### src/rtl/rx_irq_pkg.sv
// Package: shared identification codes and window arithmetic for the
// receive interrupt identification block.
package rx_irq_pkg;
    localparam logic [3:0] ID_NONE    = 4'b0001;
    localparam logic [3:0] ID_TRIGGER = 4'b0100;
    localparam logic [3:0] ID_TIMEOUT = 4'b1100;

    localparam int MIN_DATA_BITS = 5;

    // Window length in ticks for a given char_len code.
    function automatic int unsigned window_ticks(input logic [1:0] len,
                                                 input int unsigned chars,
                                                 input int unsigned extra);
        return chars * (MIN_DATA_BITS + int'(len) + extra);
    endfunction
endpackage

### src/rtl/rx_trig_cmp.sv
// Module: rx_trig_cmp
// Compares the FIFO fill level against the programmed trigger level.
// Assumes fifo_count is already synchronous to clk. A zero level disables
// the comparison. The output is combinational.
module rx_trig_cmp #(
    parameter int LVL_W = 7
) (
    input  logic             clk,
    input  logic             rst_n,
    input  logic [LVL_W-1:0] fifo_count,
    input  logic [LVL_W-1:0] trig_level,
    output logic             trig_hit
);
    // Purpose: raise the trigger condition while the count is at or above the level.
    always_comb begin
        trig_hit = (trig_level != '0) && (fifo_count >= trig_level);
    end

    // a zero level never produces a hit
    p_zero_level_silent_r11: assert property (@(posedge clk) disable iff (!rst_n)
        (trig_level == '0) |-> !trig_hit);
endmodule

### src/rtl/rx_char_timer.sv
// Module: rx_char_timer
// Character-timeout timer. Counts baud ticks while the FIFO holds data.
// Restarts on each received character and each host read. Raises a sticky
// timeout flag when the window completes; the flag is cleared by a host read
// or by the FIFO going empty. Assumes baud_tick is a single-cycle pulse.
module rx_char_timer #(
    parameter int LVL_W       = 7,
    parameter int WIN_CHARS   = 4,
    parameter int FRAME_EXTRA = 3
) (
    input  logic             clk,
    input  logic             rst_n,
    input  logic             baud_tick,
    input  logic             char_in,
    input  logic             rhr_read,
    input  logic [LVL_W-1:0] fifo_count,
    input  logic [1:0]       char_len,
    output logic             to_pend
);
    import rx_irq_pkg::*;

    localparam int MAX_TICKS = WIN_CHARS * (MIN_DATA_BITS + 3 + FRAME_EXTRA);
    localparam int CNT_W     = $clog2(MAX_TICKS + 1);

    logic [CNT_W-1:0] tick_cnt;
    logic [CNT_W-1:0] limit;
    logic             fifo_empty;
    logic             restart;
    logic             fire;

    // Purpose: derive the window limit from the character length.
    always_comb begin
        limit = CNT_W'(window_ticks(char_len, WIN_CHARS, FRAME_EXTRA));
    end

    // Purpose: decode restart and the completing tick.
    always_comb begin
        fifo_empty = (fifo_count == '0);
        restart    = char_in || rhr_read || fifo_empty;
        fire       = baud_tick && !restart && (tick_cnt == limit - 1'b1);
    end

    // Purpose: advance the tick counter, saturating at the limit.
    always_ff @(posedge clk) begin
        if (!rst_n)
            tick_cnt <= '0;
        else if (restart)
            tick_cnt <= '0;
        else if (baud_tick && (tick_cnt < limit))
            tick_cnt <= tick_cnt + 1'b1;
    end

    // Purpose: hold the timeout flag until a host read or the FIFO empties.
    always_ff @(posedge clk) begin
        if (!rst_n)
            to_pend <= 1'b0;
        else if (rhr_read || fifo_empty)
            to_pend <= 1'b0;
        else if (fire)
            to_pend <= 1'b1;
    end

    // a host read clears a pending timeout at the next edge
    p_read_clears_r6: assert property (@(posedge clk) disable iff (!rst_n)
        rhr_read |=> !to_pend);
    // a received character restarts the count
    p_char_restart_r5: assert property (@(posedge clk) disable iff (!rst_n)
        char_in |=> (tick_cnt == '0));
    // an empty FIFO leaves no timeout pending
    p_empty_no_timeout_r9: assert property (@(posedge clk) disable iff (!rst_n)
        (fifo_count == '0) |=> !to_pend);
    // the count never passes the window limit
    p_cnt_bound_r10: assert property (@(posedge clk) disable iff (!rst_n)
        tick_cnt <= CNT_W'(MAX_TICKS));
endmodule

### src/rtl/rx_id_merge.sv
// Module: rx_id_merge
// Merges the two receive conditions at one priority level by ORing their
// identification bits. A timeout therefore always reads as the timeout code.
// Both status outputs follow "any receive condition pending".
module rx_id_merge (
    input  logic       clk,
    input  logic       rst_n,
    input  logic       trig_hit,
    input  logic       to_pend,
    output logic [3:0] int_id,
    output logic       irq_active,
    output logic       rx_ready
);
    import rx_irq_pkg::*;

    logic any_rx;

    // Purpose: form the identification code from the OR of both sources.
    always_comb begin
        any_rx     = trig_hit | to_pend;
        int_id     = {to_pend, any_rx, 1'b0, ~any_rx};
        irq_active = any_rx;
        rx_ready   = any_rx;
    end

    // a pending timeout is always reported as the timeout code
    p_timeout_wins_r7: assert property (@(posedge clk) disable iff (!rst_n)
        to_pend |-> (int_id == ID_TIMEOUT));
    // the code is always one of the three legal values
    p_code_legal_r8: assert property (@(posedge clk) disable iff (!rst_n)
        (int_id == ID_NONE) || (int_id == ID_TRIGGER) || (int_id == ID_TIMEOUT));
    // a trigger hit alone gives the trigger code
    p_trigger_code_r2: assert property (@(posedge clk) disable iff (!rst_n)
        (trig_hit && !to_pend) |-> (int_id == ID_TRIGGER));
endmodule

### src/rtl/rx_irq_ident.sv
// Module: rx_irq_ident (top)
// Receive interrupt identification: trigger-level comparison, character
// timeout timer, and OR-merge of the two into one identification code.
// Assumes all inputs are synchronous to clk and strobes last one cycle.
module rx_irq_ident #(
    parameter int LVL_W       = 7,
    parameter int WIN_CHARS   = 4,
    parameter int FRAME_EXTRA = 3
) (
    input  logic             clk,
    input  logic             rst_n,
    input  logic             baud_tick,
    input  logic             char_in,
    input  logic             rhr_read,
    input  logic [LVL_W-1:0] fifo_count,
    input  logic [LVL_W-1:0] trig_level,
    input  logic [1:0]       char_len,
    output logic [3:0]       int_id,
    output logic             irq_active,
    output logic             rx_ready
);
    logic trig_hit;
    logic to_pend;

    rx_trig_cmp #(.LVL_W(LVL_W)) u_cmp (
        .clk        (clk),
        .rst_n      (rst_n),
        .fifo_count (fifo_count),
        .trig_level (trig_level),
        .trig_hit   (trig_hit)
    );

    rx_char_timer #(
        .LVL_W       (LVL_W),
        .WIN_CHARS   (WIN_CHARS),
        .FRAME_EXTRA (FRAME_EXTRA)
    ) u_timer (
        .clk        (clk),
        .rst_n      (rst_n),
        .baud_tick  (baud_tick),
        .char_in    (char_in),
        .rhr_read   (rhr_read),
        .fifo_count (fifo_count),
        .char_len   (char_len),
        .to_pend    (to_pend)
    );

    rx_id_merge u_merge (
        .clk        (clk),
        .rst_n      (rst_n),
        .trig_hit   (trig_hit),
        .to_pend    (to_pend),
        .int_id     (int_id),
        .irq_active (irq_active),
        .rx_ready   (rx_ready)
    );
endmodule

### config.mk
export PLATFORM = sky130hd
export DESIGN_NAME = rx_irq_ident
export DESIGN_NICKNAME = d
export VERILOG_FILES = /design/src/rtl/rx_irq_pkg.sv /design/src/rtl/rx_trig_cmp.sv /design/src/rtl/rx_char_timer.sv /design/src/rtl/rx_id_merge.sv /design/src/rtl/rx_irq_ident.sv
export SDC_FILE = /design/constraint.sdc
export NUM_CORES = 1
export LEC_CHECK = 0
export CAP_MARGIN = 10
export CORE_UTILIZATION = 44
export CTS_CLUSTER_DIAMETER = 80
export DETAILED_ROUTE_END_ITERATION = 6
export PLACE_DENSITY = 0.81
export SLEW_MARGIN = 0
export SYNTH_ARGS = -nofsm -noshare
export SYNTH_HDL_FRONTEND = slang
export SYNTH_HIERARCHICAL = 1
export SYNTH_SLANG_ARGS = --single-unit
### constraint.sdc
create_clock -name clk -period 2.4 [get_ports clk]
set_clock_uncertainty 0.05 [all_clocks]
set_input_delay 0.36 -clock clk [delete_from_list [all_inputs] [get_ports clk]]
set_output_delay 0.36 -clock clk [all_outputs]
set_load 0.05 [all_outputs]
==> qor.csv <==
metric;value;unit
status;complete, but fails checks;
violations;negative setup slack;
syn_avg_cell_area;7.57;um^2
track_usage;24.4;%
synth_commonest_cells;12 x inv_1, 11 x a21oi_1, 11 x ha_1;
setup_ws;-0.00235;ns
grt_first_pass_wirelength;2.47;mm
ys_ff_latch;7;
r2r_setup_slack;0.63;ns
syn-num-nets;115;
placed_cells;119;
wl_per_cell;14.8;um
globalplace.congestion;0.840;
power.total;410;uW
critPathLaunchType;input port;
ys_warn_count;6;
cts_inserted_buffers;3;
synth_async_sr_flop_share;0;%
rows;13;
core_area;1320;um^2
synth-main-ff-cell;dfxtp_1;
crit_path_start;trig_level[6];
routed_wl;1.82;mm
cap_violations;0;
die_h;39.8;um
hold_class;flip-flop to flip-flop;
dp_hpwl;1.24;mm
power_density;401;nW/um^2
place_area;907;um^2
cp-end-kind;output port;
period_needed;2.40;ns
fill_cells;85;
rr_endpoint;u_timer/tick_cnt[2];
portBuffers;25;
dr_total_vias;684;
drtIter0Drc;11;
fin_util;77.6;%
first_pass_iters;3;
fmax;416;MHz
worstPathMaxFanout;3;
cp.arrival;1.99;ns
cts_buffer_depth;2;
nets;141;
timing.rr.start;u_timer/tick_cnt[3];
grt_max_degree;10;
drc_errors;0;
clk_latency;0.26;ns
synth_cell_types;23;
drv_slew;0;
reg2regPathDepth;5;
viasPerCell;5.56;
grt_overflow_total;0;
final_cell_area;1020;um^2
setup_violations;3;
ant_nets;0;
area_growth;62.7;%
synth_area_leaders;dfxtp_1 22%, ha_1 22%, a21oi_1 8.8%;
cp-endpoint;int_id[2];
dieArea;1580;um^2
tritoncts;built;
antenna_cells;0;
io_pins;27;
die_w;39.8;um
syn-cell-area;628;um^2
dp_worst_setup_slack;-0.153;ns
postSynthCellCount;83;
grt_pass1_vias;602;
clock-root-buffer;clkbuf_4;
antenna_found_initial;0;
yosys.area.top_type;dfxtp_1;
ir_worst_vdd;0.000309;V
cts_sinks;7;
layout-drive-gt1-share;18.5;%
clkTransAtPathRegs;0.05;ns
initial_utilization;47.7;%
ys_seq_area_share;22.3;%
layout_worst_path_cycle_share;100;%
synth_most_common_cell;inv_1;
synth_top_area_share;22.3;%
post_cts_buffers;0;
synth_edf_count;0;
path_class;input port to output port;
final_cells;123;
cts_htree_levels;1;
final_hold_viol_count;0;
total_leakage_power;0.451;nW
crit_required;1.99;ns
-- critical path: stages --
cell and delay (ns):
clkdlybuf4s50_1 0.50, inv_2 0.05, ha_4 0.22, a21oi_2 0.17, o21ai_2 0.09, a2bb2oi_2 0.17, or2_4 0.28, buf_12 0.16
-- metrics by stage --
step / hold WS (ns) / TNS [ns]
after floorplan: 0.421 / 0
after global placement: 0.433 / -0.393
after detailed placement: 0.439 / -0.458
after CTS: 0.446 / 0
after global routing: 0.479 / -0.239
final: 0.449 / -0.00642
-- cells in the final DEF (no fill, tap or decap), types with 2 or more instances in the layout --
master,instances
inv_1,10
or3_1,4
a21oi_1,7
nor2b_1,2
dlymetal6s2s_1,5
clkdlybuf4s50_1,15
dfxtp_1,7
nor3_1,2
nand4_1,3
buf_12,4
nor2_1,2
nand2_1,3
a21oi_2,4
ha_1,7
nand2b_1,4
o21ai_0,5
clkbuf_4,3
ha_4,4
nor4_1,3
inv_2,2
-- registers in the layout, indices dropped and copies added (netlist names) --
register          count
u_timer/tick_cnt      6
u_timer/to_pend       1
-- metal layers --
layer  GRT usage (%)  wire length [um]
met1            24.8               775
met2            44.7               934
met3            9.66                81
met4            6.90                31
met5               0                 0
-- final cells by class --
type / instances / area [um^2] / share of cell area (%)
Clock buffer: 4 / 26.3 / 2.57
Inverter: 12 / 45.0 / 4.41
Timing Repair Buffer: 25 / 302 / 29.5
Sequential cell: 7 / 140 / 13.7
Tap cell: 15 / 18.8 / 1.84
Multi-Input combinational cell: 60 / 490 / 48.0
-- worst min path at each step --
| stage | from | end | cells after the start |
|---|---|---|---|
| 6_report | u_timer/tick_cnt[1] | u_timer/tick_cnt[1] | 2 |
| 5_1_grt | u_timer/tick_cnt[1] | u_timer/tick_cnt[1] | 2 |
| 4_1_cts | u_timer/tick_cnt[1] | u_timer/tick_cnt[1] | 2 |
| 3_5_place_dp | u_timer/tick_cnt[1] | u_timer/tick_cnt[1] | 2 |
| 3_3_place_gp | u_timer/tick_cnt[1] | u_timer/tick_cnt[1] | 2 |
| 2_1_floorplan | u_timer/tick_cnt[1] | u_timer/tick_cnt[1] | 2 |
-- cell families after synthesis --
logic type      count (synthesis)  share of synthesized area (%)
xor+xnor                        1                           1.39
buf+inv                        16                           12.0
flops                           7                           22.3
simple gates                   26                           23.5
fa+ha+maj                      11                           21.9
other cells                     1                          0.597
compound gates                 21                           18.3
-- power breakdown --
group	internal [mW]	switching, mW
logic	0.0933	0.0875
clock network	0.0638	0.0485
registers	0.117	0.000427
-- what timing repair did --
item	4_1_cts	5_1_grt
pin swaps	3	6
endpoints found under the setup margin	4	4
hold buffers	0	0
gates resized for setup	6	14
(Power assumes the default switching activity.)
